**src/rtl/boot_pkg.sv**
```systemverilog
package boot_pkg;
  typedef enum logic [1:0] {CMD_START, CMD_STOP, CMD_WRITE, CMD_READ} i2c_cmd_e;
  typedef enum logic [3:0] {S_IDLE, S_STA1, S_DEVW, S_WAH, S_WAL, S_STA2, S_DEVR,
                            S_READ, S_STOP, S_END} eep_st_e;
  typedef enum logic [1:0] {K_LEN_HI, K_LEN_LO, K_BODY, K_FIN} sink_st_e;
  localparam logic [5:0] EEP_ADDR_HI = 6'b101000;
  localparam logic [4:0] DEV_ADDR_HI = 5'b00010;
endpackage

```
**src/rtl/boot_i2c_phy.sv**
```systemverilog
module boot_i2c_phy import boot_pkg::*; #(
  parameter int DIV = 4
) (
  input  logic       clk_i,
  input  logic       rst_ni,
  input  logic       cmd_valid_i,
  input  i2c_cmd_e   cmd_i,
  input  logic [7:0] tx_i,
  input  logic       ack_i,
  input  logic       sda_i,
  output logic       done_o,
  output logic       nack_o,
  output logic [7:0] rx_o,
  output logic       scl_o,
  output logic       sda_oe_o
);
  localparam int DW = $clog2(DIV + 1);

  logic [DW-1:0] div_q;
  logic [1:0]    ph_q;
  logic [3:0]    bit_q;
  i2c_cmd_e      cmd_q;
  logic          busy_q, scl_hold_q, nack_q;
  logic [7:0]    sh_q;
  logic          tick, is_data;

  assign tick    = div_q == DW'(DIV - 1);
  assign is_data = (cmd_q == CMD_WRITE) || (cmd_q == CMD_READ);
  assign nack_o  = nack_q;
  assign rx_o    = sh_q;

  always_ff @(posedge clk_i or negedge rst_ni) begin
    if (!rst_ni) begin
      div_q <= '0; ph_q <= '0; bit_q <= '0; cmd_q <= CMD_STOP;
      busy_q <= 1'b0; scl_hold_q <= 1'b1; nack_q <= 1'b0; sh_q <= '0; done_o <= 1'b0;
    end else begin
      done_o <= 1'b0;
      if (!busy_q) begin
        if (cmd_valid_i) begin
          busy_q <= 1'b1; cmd_q <= cmd_i; sh_q <= tx_i;
          div_q <= '0; ph_q <= '0; bit_q <= '0;
        end
      end else begin
        div_q <= tick ? '0 : div_q + 1'b1;
        if (tick) begin
          ph_q <= ph_q + 1'b1;
          if (ph_q == 2'd1 && is_data) begin
            if (bit_q == 4'd8) nack_q <= sda_i;
            else if (cmd_q == CMD_READ) sh_q <= {sh_q[6:0], sda_i};
          end
          if (ph_q == 2'd3) begin
            if (!is_data || bit_q == 4'd8) begin
              busy_q <= 1'b0; done_o <= 1'b1;
              scl_hold_q <= (cmd_q == CMD_STOP);
            end else begin
              bit_q <= bit_q + 1'b1;
              if (cmd_q == CMD_WRITE) sh_q <= {sh_q[6:0], 1'b0};
            end
          end
        end
      end
    end
  end

  // quarters: 0 low, 1-2 high, 3 low; START/STOP move SDA while SCL is high
  always_comb begin
    scl_o = scl_hold_q;
    sda_oe_o = 1'b0;
    if (busy_q) begin
      unique case (cmd_q)
        CMD_START: begin scl_o = ph_q inside {2'd1, 2'd2}; sda_oe_o = ph_q[1]; end
        CMD_STOP:  begin scl_o = ph_q != 2'd0; sda_oe_o = !ph_q[1]; end
        default: begin
          scl_o = ph_q inside {2'd1, 2'd2};
          if (bit_q == 4'd8) sda_oe_o = (cmd_q == CMD_READ) && ack_i;
          else               sda_oe_o = (cmd_q == CMD_WRITE) && !sh_q[7];
        end
      endcase
    end
  end

  a_r8_sda_stable_high: assert property (@(posedge clk_i) disable iff (!rst_ni)
    busy_q && is_data && scl_o && $past(scl_o) |-> $stable(sda_oe_o));
endmodule

```
**src/rtl/boot_eep_seq.sv**
```systemverilog
module boot_eep_seq import boot_pkg::*; (
  input  logic       clk_i,
  input  logic       rst_ni,
  input  logic       start_i,
  input  logic       sel_i,
  input  logic       phy_done_i,
  input  logic       phy_nack_i,
  input  logic [7:0] phy_rx_i,
  input  logic       last_i,
  output logic       cmd_valid_o,
  output i2c_cmd_e   cmd_o,
  output logic [7:0] tx_o,
  output logic       ack_o,
  output logic       byte_valid_o,
  output logic [7:0] byte_o,
  output logic       err_o
);
  eep_st_e st_q;
  logic    wait_q, err_q;

  assign cmd_valid_o  = !wait_q && st_q != S_IDLE && st_q != S_END;
  assign ack_o        = !last_i;
  assign byte_valid_o = phy_done_i && st_q == S_READ;
  assign byte_o       = phy_rx_i;
  assign err_o        = err_q;

  always_comb begin
    unique case (st_q)
      S_STA1, S_STA2:               cmd_o = CMD_START;
      S_DEVW, S_WAH, S_WAL, S_DEVR: cmd_o = CMD_WRITE;
      S_READ:                       cmd_o = CMD_READ;
      default:                      cmd_o = CMD_STOP;
    endcase
    unique case (st_q)
      S_DEVW:  tx_o = {EEP_ADDR_HI, sel_i, 1'b0};
      S_DEVR:  tx_o = {EEP_ADDR_HI, sel_i, 1'b1};
      default: tx_o = 8'h00;
    endcase
  end

  always_ff @(posedge clk_i or negedge rst_ni) begin
    if (!rst_ni) begin
      st_q <= S_IDLE; wait_q <= 1'b0; err_q <= 1'b0;
    end else begin
      if (cmd_valid_o) wait_q <= 1'b1;
      if (st_q == S_IDLE && start_i) st_q <= S_STA1;
      if (phy_done_i) begin
        wait_q <= 1'b0;
        unique case (st_q)
          S_STA1: st_q <= S_DEVW;
          S_STA2: st_q <= S_DEVR;
          S_DEVW, S_WAH, S_WAL, S_DEVR: begin
            if (phy_nack_i) begin
              err_q <= 1'b1; st_q <= S_STOP;
            end else begin
              unique case (st_q)
                S_DEVW:  st_q <= S_WAH;
                S_WAH:   st_q <= S_WAL;
                S_WAL:   st_q <= S_STA2;
                default: st_q <= S_READ;
              endcase
            end
          end
          S_READ:  if (last_i) st_q <= S_STOP;
          S_STOP:  st_q <= S_END;
          default: ;
        endcase
      end
    end
  end

  a_r4_no_read_after_err: assert property (@(posedge clk_i) disable iff (!rst_ni)
    err_q |-> !byte_valid_o);
endmodule

```
**src/rtl/boot_image_sink.sv**
```systemverilog
module boot_image_sink import boot_pkg::*; #(
  parameter int AW = 10
) (
  input  logic          clk_i,
  input  logic          rst_ni,
  input  logic          byte_valid_i,
  input  logic [7:0]    byte_i,
  input  logic [7:0]    peek_i,
  output logic          peek_last_o,
  output logic          pm_we_o,
  output logic [AW-1:0] pm_addr_o,
  output logic [7:0]    pm_data_o,
  output logic          done_o
);
  sink_st_e    st_q;
  logic [15:0] len_q, cnt_q;
  logic        body_last;

  assign body_last = cnt_q == len_q - 16'd1;

  always_comb begin
    unique case (st_q)
      K_LEN_LO: peek_last_o = {len_q[15:8], peek_i} == 16'd0;
      K_BODY:   peek_last_o = body_last;
      default:  peek_last_o = 1'b0;
    endcase
  end

  assign pm_we_o   = byte_valid_i && st_q == K_BODY;
  assign pm_addr_o = cnt_q[AW-1:0];
  assign pm_data_o = byte_i;
  assign done_o    = st_q == K_FIN;

  always_ff @(posedge clk_i or negedge rst_ni) begin
    if (!rst_ni) begin
      st_q <= K_LEN_HI; len_q <= '0; cnt_q <= '0;
    end else if (byte_valid_i) begin
      unique case (st_q)
        K_LEN_HI: begin len_q[15:8] <= byte_i; st_q <= K_LEN_LO; end
        K_LEN_LO: begin
          len_q[7:0] <= byte_i; cnt_q <= '0;
          st_q <= ({len_q[15:8], byte_i} == 16'd0) ? K_FIN : K_BODY;
        end
        K_BODY: begin
          cnt_q <= cnt_q + 16'd1;
          if (body_last) st_q <= K_FIN;
        end
        default: ;
      endcase
    end
  end

  a_r7_no_write_when_done: assert property (@(posedge clk_i) disable iff (!rst_ni)
    done_o |-> !pm_we_o);
  a_r5_done_sticky: assert property (@(posedge clk_i) disable iff (!rst_ni)
    done_o |=> done_o);
  a_r3_addr_step: assert property (@(posedge clk_i) disable iff (!rst_ni)
    pm_we_o |=> pm_addr_o == $past(pm_addr_o) + 1'b1);
endmodule

```
**src/rtl/boot_loader.sv**
```systemverilog
module boot_loader import boot_pkg::*; #(
  parameter int AW  = 10,
  parameter int DIV = 4
) (
  input  logic          clk_i,
  input  logic          rst_ni,
  input  logic          boot_src_i,
  input  logic          eep_sel_i,
  input  logic [1:0]    dev_sel_i,
  input  logic          host_wr_i,
  input  logic [6:0]    host_addr_i,
  input  logic [7:0]    host_data_i,
  output logic          scl_o,
  output logic          sda_oe_o,
  input  logic          sda_i,
  output logic          pm_we_o,
  output logic [AW-1:0] pm_addr_o,
  output logic [7:0]    pm_data_o,
  output logic          done_o,
  output logic          err_o,
  output logic          cpu_rst_no
);
  logic       started_q, src_q;
  logic       cmd_valid, phy_done, phy_nack, ack, last;
  i2c_cmd_e   cmd;
  logic [7:0] tx, rx, eep_byte, sink_byte;
  logic       eep_valid, host_valid, sink_valid;

  always_ff @(posedge clk_i or negedge rst_ni) begin
    if (!rst_ni) begin
      started_q <= 1'b0; src_q <= 1'b0;
    end else if (!started_q) begin
      started_q <= 1'b1; src_q <= boot_src_i;
    end
  end

  assign host_valid = started_q && src_q && host_wr_i &&
                      host_addr_i == {DEV_ADDR_HI, dev_sel_i};
  assign sink_valid = src_q ? host_valid : eep_valid;
  assign sink_byte  = src_q ? host_data_i : eep_byte;
  assign cpu_rst_no = done_o;

  boot_i2c_phy #(.DIV(DIV)) i_phy (
    .clk_i, .rst_ni, .cmd_valid_i(cmd_valid), .cmd_i(cmd), .tx_i(tx), .ack_i(ack),
    .sda_i, .done_o(phy_done), .nack_o(phy_nack), .rx_o(rx), .scl_o, .sda_oe_o);

  boot_eep_seq i_seq (
    .clk_i, .rst_ni, .start_i(started_q && !src_q), .sel_i(eep_sel_i),
    .phy_done_i(phy_done), .phy_nack_i(phy_nack), .phy_rx_i(rx), .last_i(last),
    .cmd_valid_o(cmd_valid), .cmd_o(cmd), .tx_o(tx), .ack_o(ack),
    .byte_valid_o(eep_valid), .byte_o(eep_byte), .err_o);

  boot_image_sink #(.AW(AW)) i_sink (
    .clk_i, .rst_ni, .byte_valid_i(sink_valid), .byte_i(sink_byte), .peek_i(rx),
    .peek_last_o(last), .pm_we_o, .pm_addr_o, .pm_data_o, .done_o);

  a_r1_src_held: assert property (@(posedge clk_i) disable iff (!rst_ni)
    started_q |=> started_q && $stable(src_q));
  a_r6_host_bus_idle: assert property (@(posedge clk_i) disable iff (!rst_ni)
    started_q && src_q |-> scl_o && !sda_oe_o);
  a_r4_err_blocks_done: assert property (@(posedge clk_i) disable iff (!rst_ni)
    err_o |-> !done_o && !pm_we_o);
endmodule

```
**config.mk**
```make
export PLATFORM = sky130hd
export DESIGN_NAME = boot_loader
export DESIGN_NICKNAME = d
export VERILOG_FILES = /design/src/rtl/boot_pkg.sv /design/src/rtl/boot_i2c_phy.sv /design/src/rtl/boot_eep_seq.sv /design/src/rtl/boot_image_sink.sv /design/src/rtl/boot_loader.sv
export SDC_FILE = /design/constraint.sdc
export NUM_CORES = 1
export LEC_CHECK = 0
export ABC_AREA = 0
export BUFFER_PORTS_ARGS = -buffer_cell sky130_fd_sc_hd__buf_2
export CAP_MARGIN = 20
export CORE_UTILIZATION = 35
export DETAILED_ROUTE_END_ITERATION = 7
export GPL_ROUTABILITY_DRIVEN = 0
export GPL_TIMING_DRIVEN = 0
export SLEW_MARGIN = 25
export SYNTH_ARGS = -nofsm -noshare
export SYNTH_HDL_FRONTEND = slang
export SYNTH_SLANG_ARGS = --single-unit
export TNS_END_PERCENT = 10
```
**constraint.sdc**
```tcl
create_clock -name clk_i -period 2.6 [get_ports clk_i]
set_input_delay 0.13 -clock clk_i [delete_from_list [all_inputs] [get_ports clk_i]]
set_output_delay 0.13 -clock clk_i [all_outputs]
set_load 0.02 [all_outputs]
```
* Word-level counts from Yosys, hierarchy flattened
Index checks and enable logic that the tools add are counted.
** Storage, ports and cells
- Output and inout port bits :: 24
- Register bits :: 65
- Word-level logic and storage cells :: 145
- Input bits :: 23
** Cells by class
- Mux-type cells :: 51
- Equal/unequal tests :: 26
- Add/subtract/negate cells :: 5
- Bitwise logic cells :: 1
- Reduce and logical (&&, ||, !) cells :: 44
** Operators with widths (count)
- 8-bit two-way mux :: 10
- 4-bit two-way mux :: 9
- 16-bit logical NOT :: 2
- 16-bit case mux with 2 select lines :: 1
- 4-bit case mux with 5 select lines :: 1
- 1-bit two-way mux :: 17
- 16-bit by 1-bit adder with 16-bit output (second input constant) :: 1
- 16-bit == test :: 1
- 4-bit by 3-bit == test with 1-bit output (second input constant) :: 4
- 8-bit case mux with 2 select lines :: 1
- 16-bit by 1-bit subtractor with 16-bit output (second input constant) :: 1
- 2-bit == test (second input constant) :: 6
- 1-bit logical AND :: 12
- 2-bit case mux with 3 select lines :: 2
- 4-bit AND reduction :: 3
- 2-bit AND reduction :: 5
- 2-bit nonzero test :: 5
- 3-bit two-way mux :: 3
- 3-bit case mux with 3 select lines :: 1
- 4-bit by 2-bit == test with 1-bit output (second input constant) :: 2
- 4-bit == test (second input constant) :: 2
- 2-bit two-way mux :: 4
- 7-bit by 4-bit == test with 1-bit output :: 1
- 2-bit by 1-bit == test with 1-bit output (second input constant) :: 3
- 19 further kinds :: 30

* Logic depth before layout (Yosys ltp)
- Depth after elaboration :: 9
- Mapped depth :: 9
- Gate-level depth less buffers :: 8

* Hierarchy
A second synthesis with hierarchy kept.
** Unflattened totals
- Cells, all modules :: 473
- Area, all modules :: 4495.6 µm²
** By module, submodules not included
- boot_image_sink :: times used 1, cells an instance 246, area each 2337.2 µm², seq. area each 850.8 µm²
- boot_i2c_phy :: times used 1, cells an instance 134, area each 1275.0 µm², seq. area each 578.1 µm²
- boot_eep_seq :: times used 1, cells an instance 71, area each 616.8 µm², seq. area each 150.1 µm²
- boot_loader :: times used 1, cells an instance 22, area each 266.5 µm², seq. area each 50.0 µm²

* Worst setup path after synthesis
OpenSTA, ideal clock, no wires.
- Kind :: register to output
- From :: register i_sink.len_q[3]
- To :: output port sda_oe_o
- Arrival time :: 2.111 ns
- Buffers on the path :: 1
- Cell stages (with the launch flop) :: 8
- Required time :: 2.470 ns
- Slack :: 0.359 ns
- Cell sequence :: dfrtp_1 clkbuf_2 nor4_4 and4b_2 mux2i_1 nor4_1 and4_2 o22ai_1
** On the way
- Longest elaborated chain between the ends :: 8
** RTL lines
- start, declared :: line boot_image_sink.sv:16 : logic [15:0] len_q, cnt_q;
- start signal, assigned :: line boot_image_sink.sv:36 : st_q <= K_LEN_HI; len_q <= '0; cnt_q <= '0;
- start signal, assigned :: line boot_image_sink.sv:41 : len_q[7:0] <= byte_i; cnt_q <= '0;
- 16-bit by 1-bit subtractor with 16-bit output :: line boot_image_sink.sv:19 : assign body_last = cnt_q == len_q - 16'd1;
- 16-bit == test :: line boot_image_sink.sv:19
- 1-bit case mux with 2 select lines :: line boot_image_sink.sv:22 : unique case (st_q)
- 1-bit logical NOT :: line boot_eep_seq.sv:22 : assign ack_o = !last_i;
- 1-bit logical AND :: line boot_i2c_phy.sv:75 : if (bit_q == 4'd8) sda_oe_o = (cmd_q == CMD_READ) && ack_i;
- 1-bit two-way mux :: line boot_i2c_phy.sv:75
- 1-bit case mux with 2 select lines :: line boot_i2c_phy.sv:70 : unique case (cmd_q)
- 1-bit two-way mux :: line boot_i2c_phy.sv:69 : if (busy_q) begin
- end, declared :: line boot_loader.sv:14 : output logic sda_oe_o,
No other way between the ends.

* Worst setup path in the final report
- From :: register i_sink.len_q[12]
- To :: output port sda_oe_o
** On the way
- Longest elaborated chain between the ends :: 8
- Elaborated cells between the ends (all ways) :: 9
- Those cells by class :: add/sub (1); eq/ne (1); mux (4); reduce/logical (3)
** RTL lines
- start signal, assigned :: line boot_image_sink.sv:36
- start signal, assigned :: line boot_image_sink.sv:39 : K_LEN_HI: begin len_q[15:8] <= byte_i; st_q <= K_LEN_LO; end
- 16-bit by 1-bit subtractor with 16-bit output :: line boot_image_sink.sv:19
- 16-bit == test :: line boot_image_sink.sv:19
- 1-bit case mux with 2 select lines (*) :: line boot_image_sink.sv:22
- 1-bit logical NOT (*) :: line boot_eep_seq.sv:22
- 1-bit logical AND (*) :: line boot_i2c_phy.sv:75
- 1-bit two-way mux (*) :: line boot_i2c_phy.sv:75
- 1-bit case mux with 2 select lines (*) :: line boot_i2c_phy.sv:70
- 1-bit two-way mux (*) :: line boot_i2c_phy.sv:69
Mark *: on every way between the ends. The rest lies on a longest branch, timed or not.

==> flow_metrics.py <==
metrics = {
    "global_route": {
        "grt_start_max_net_pins": 52,
        "track_usage": 0.172,
        "grt_pass1_wl_um": 15600,
        "antenna_found_initial": 0,
        "grt_pass1_vias": 3163,
        "overflow": 0,
    },
    "critical_path": {
        "critPathTopFamily": "simple AND/OR/NAND/NOR gates",
        "crit_type": "reg -> out",
        "critPathMostFrequentCell": "o22ai_1",
        "slowest_delay_ns": 0.43,
        "cp-start-kind": "flip-flop",
        "path_buf_inv": 1,
        "crit_required_ns": 2.47,
        "cp_max_fo": 5,
        "cp_cell_sequence": "xnor3_1, o22ai_1, mux2i_4, nor4_4, and4_4, o22ai_1, buf_2",
        "cp-end-kind": "primary output",
        "cp_data_arrival_time_ns": 2.40,
        "crit_path_top_delay_cell": "dfrtp_1",
    },
    "finish": {
        "final_area_sq_um": 5000,
        "n_fill_cell": 1062,
        "fin_nets": 526,
        "register_area_sq_um": 1630,
        "drive_gt1_frac": 0.304,
        "n_antenna_cell": 0,
        "multi_input_area_sq_um": 2320,
        "area_growth_pct": 24.4,
    },
    "routing": {
        "viasPerCell": 5.30,
        "routed_wl_um": 9630,
        "vias": 3372,
        "detail_route.wl_per_cell_um": 15.1,
        "post-route-drc-count": 0,
        "drt_pre_antenna_iters": 4,
        "drt_iter0_markers": 132,
        "ant_nets": 0,
    },
    "synth": {
        "avgSynthCellArea_sq_um": 9.49,
        "ys_seq_elements": 65,
        "ys_seq_area_frac": 0.406,
        "synthCells": 423,
        "ys_top_cells_by_area": "dfrtp_1, mux2_2, ha_1",
        "synth_nets": 458,
        "async_flop_share": 1.00,
        "synth_top_area_cell": "dfrtp_1",
        "syn-cell-area_sq_um": 4020,
        "synth_top_area_share": 0.393,
        "ys.flop_type": "dfrtp_1",
        "synth_edf_count": 0,
        "yosysWarnings": 0,
        "ys_types": 61,
    },
    "power_and_ir_drop": {
        "power.internal_mw": 2.30,
        "power_leakage_nw": 2.36,
        "clkPwrFrac": 0.379,
        "switching_power_mw": 1.07,
        "peakVddDrop_v": 0.000385,
        "p_per_area_nw_per_um2": 674,
        "combinationalPowerShare": 0.251,
        "netSwitchingFraction": 0.317,
        "power_frac_seq": 0.370,
    },
    "timing": {
        "setup_tns_ns": 0,
        "hold_slack_ns": 0.0251,
        "setup_viol": 0,
        "finalCritPeriodShare": 0.973,
        "hold_viol_final": 0,
        "slew_headroom": 0.467,
        "finalCriticalPeriod_ns": 2.53,
        "tightestPinTransition_ns": 0.799,
        "fmax_ghz": 0.395,
        "final_max_slew_viol_count": 0,
        "finClkSkew_ns": 0.00561,
    },
    "clock_network": {
        "insertion_delay_ns": 0.33,
        "clock-root-buffer": "clkbuf_16",
        "htree_levels": 3,
        "cts_tree": "done",
        "clk_pin_slew_ns": 0.06,
        "cts_inserted_buffers": 9,
        "clock_path_buffers": 2,
        "cts.sinks": 65,
    },
    "floorplan": {
        "die_area_sq_um": 11900,
        "start_util": 0.364,
        "dieWidth_um": 109,
        "die_h_um": 109,
        "coreArea_sq_um": 11000,
        "num_rows": 38,
        "io_pins": 47,
    },
    "placement": {
        "place_area_sq_um": 4450,
        "dp_hpwl_um": 7110,
        "io_buffers": 46,
    },
    "job": {
        "cap_viol_max_count": 0,
    },
    "worst_hold_path": {
        "hold_path_class": "in -> reg",
    },
    "outcome": {
        "status": "complete, no violations",
    },
}
==> through the flow <==
stage / power (mW) / instances / worst slack [ns] / util
finish: 3.37 / 636 / 0.0703 / 0.453
global route: 3.55 / 636 / -0.00889 / 0.453
CTS: 3.39 / 631 / 0.0207 / 0.441
detailed placement: 2.10 / 610 / -0.114 / 0.404
global placement: 2.07 / 609 / -0.0826 / 0.401
floorplan: 1.85 / 423 / 0.359 / -
==> cell usage after synthesis, drive strengths merged (12+ instances only) <==
library cell  count
dfrtp            63
nand2            32
nor2             28
mux2             26
o21ai            26
a21oi            21
inv              20
buf              18
xor2             17
nor3             15
nand3            13
ha               12
xnor2            12
==> cells by family after synthesis <==
family	count (synthesis)	synth area share
and+or+nand+nor	150	0.209
AOI/OAI and AO/OA	92	0.145
DFF	65	0.406
buffers and inverters	45	0.0548
xor gates and xnor gates	30	0.0688
muxes	28	0.0779
adders and majority gates	12	0.0374
other	1	0.000934
==> state kept, by name (all words and copies together), names as in the netlist, 2 cells and up <==
signal and flops:
i_sink.len_q 16, i_phy.rx_o 8, i_sink.cnt_q 16, i_phy.div_q 3, i_sink.st_q 2, i_phy.cmd_q 2
i_phy.ph_q 2, i_seq.st_q 4, i_phy.bit_q 4
==> cells in the final DEF (no fill, tap or decap), types with 9 or more instances in the layout <==
cell,synthesis,layout
a21oi_1,21,19
buf_2,6,51
buf_4,11,21
clkbuf_16,0,9
dfrtp_1,63,62
ha_1,12,11
inv_1,20,18
mux2_2,26,26
nand2_1,30,30
nand3_1,13,12
nor2_1,27,27
nor3_1,15,13
o21ai_0,26,26
xnor2_1,12,11
xor2_1,17,17
==> final cells by class <==
class | count | share of cell area
plain buffers | 25 | 0.0291
clock buffers | 12 | 0.0533
clock inverters | 4 | 0.0100
inverters | 20 | 0.0150
multi-input cells | 313 | 0.464
flip-flops and latches | 65 | 0.326
well taps | 140 | 0.0351
repair buffers | 57 | 0.0676
==> power groups by stage <==
stage	Clock, mW	Sequential [mW]	Combinational, mW
6_report	1.28	1.25	0.845
5_1_grt	1.34	1.26	0.949
4_1_cts	1.30	1.24	0.851
3_5_place_dp	0	1.26	0.843
3_3_place_gp	0	1.25	0.817
2_1_floorplan	0	1.23	0.619
==> final timing paths <==
path                                       start          endpoint  slack [ns]  depth (start not counted)
worst max-delay path            i_sink.len_q[12]          sda_oe_o        0.07                          7
worst min-delay path                  boot_src_i             src_q        0.03                          2
worst max register to register     i_seq.st_q[3]  i_sink.cnt_q[12]        0.23                          7
worst min register to register       i_seq.err_o       i_seq.err_o        0.48                          1
max in group asynchronous                 rst_ni    i_phy.cmd_q[0]        1.82                          3
min in group asynchronous                 rst_ni   i_sink.cnt_q[6]        0.21                          2
==> what timing repair did <==
item / CTS / global route
buffers inserted: 4 / 5
endpoints found under the setup margin: 2 / 1
hold buffers: 1 / 0
pin swaps: 5 / 5
gates resized for setup: 10 / 18
hold endpoints to repair: 63 / 0
==> routing by layer <==
layer	track usage	routed length (um)	part of all wire
met1	0.246	4880	0.51
met2	0.251	4210	0.44
met3	0.0347	420	0.044
met4	0.0734	119	0.012
met5	0	0	0
No activity file was read; power rests on OpenSTA's default activity.
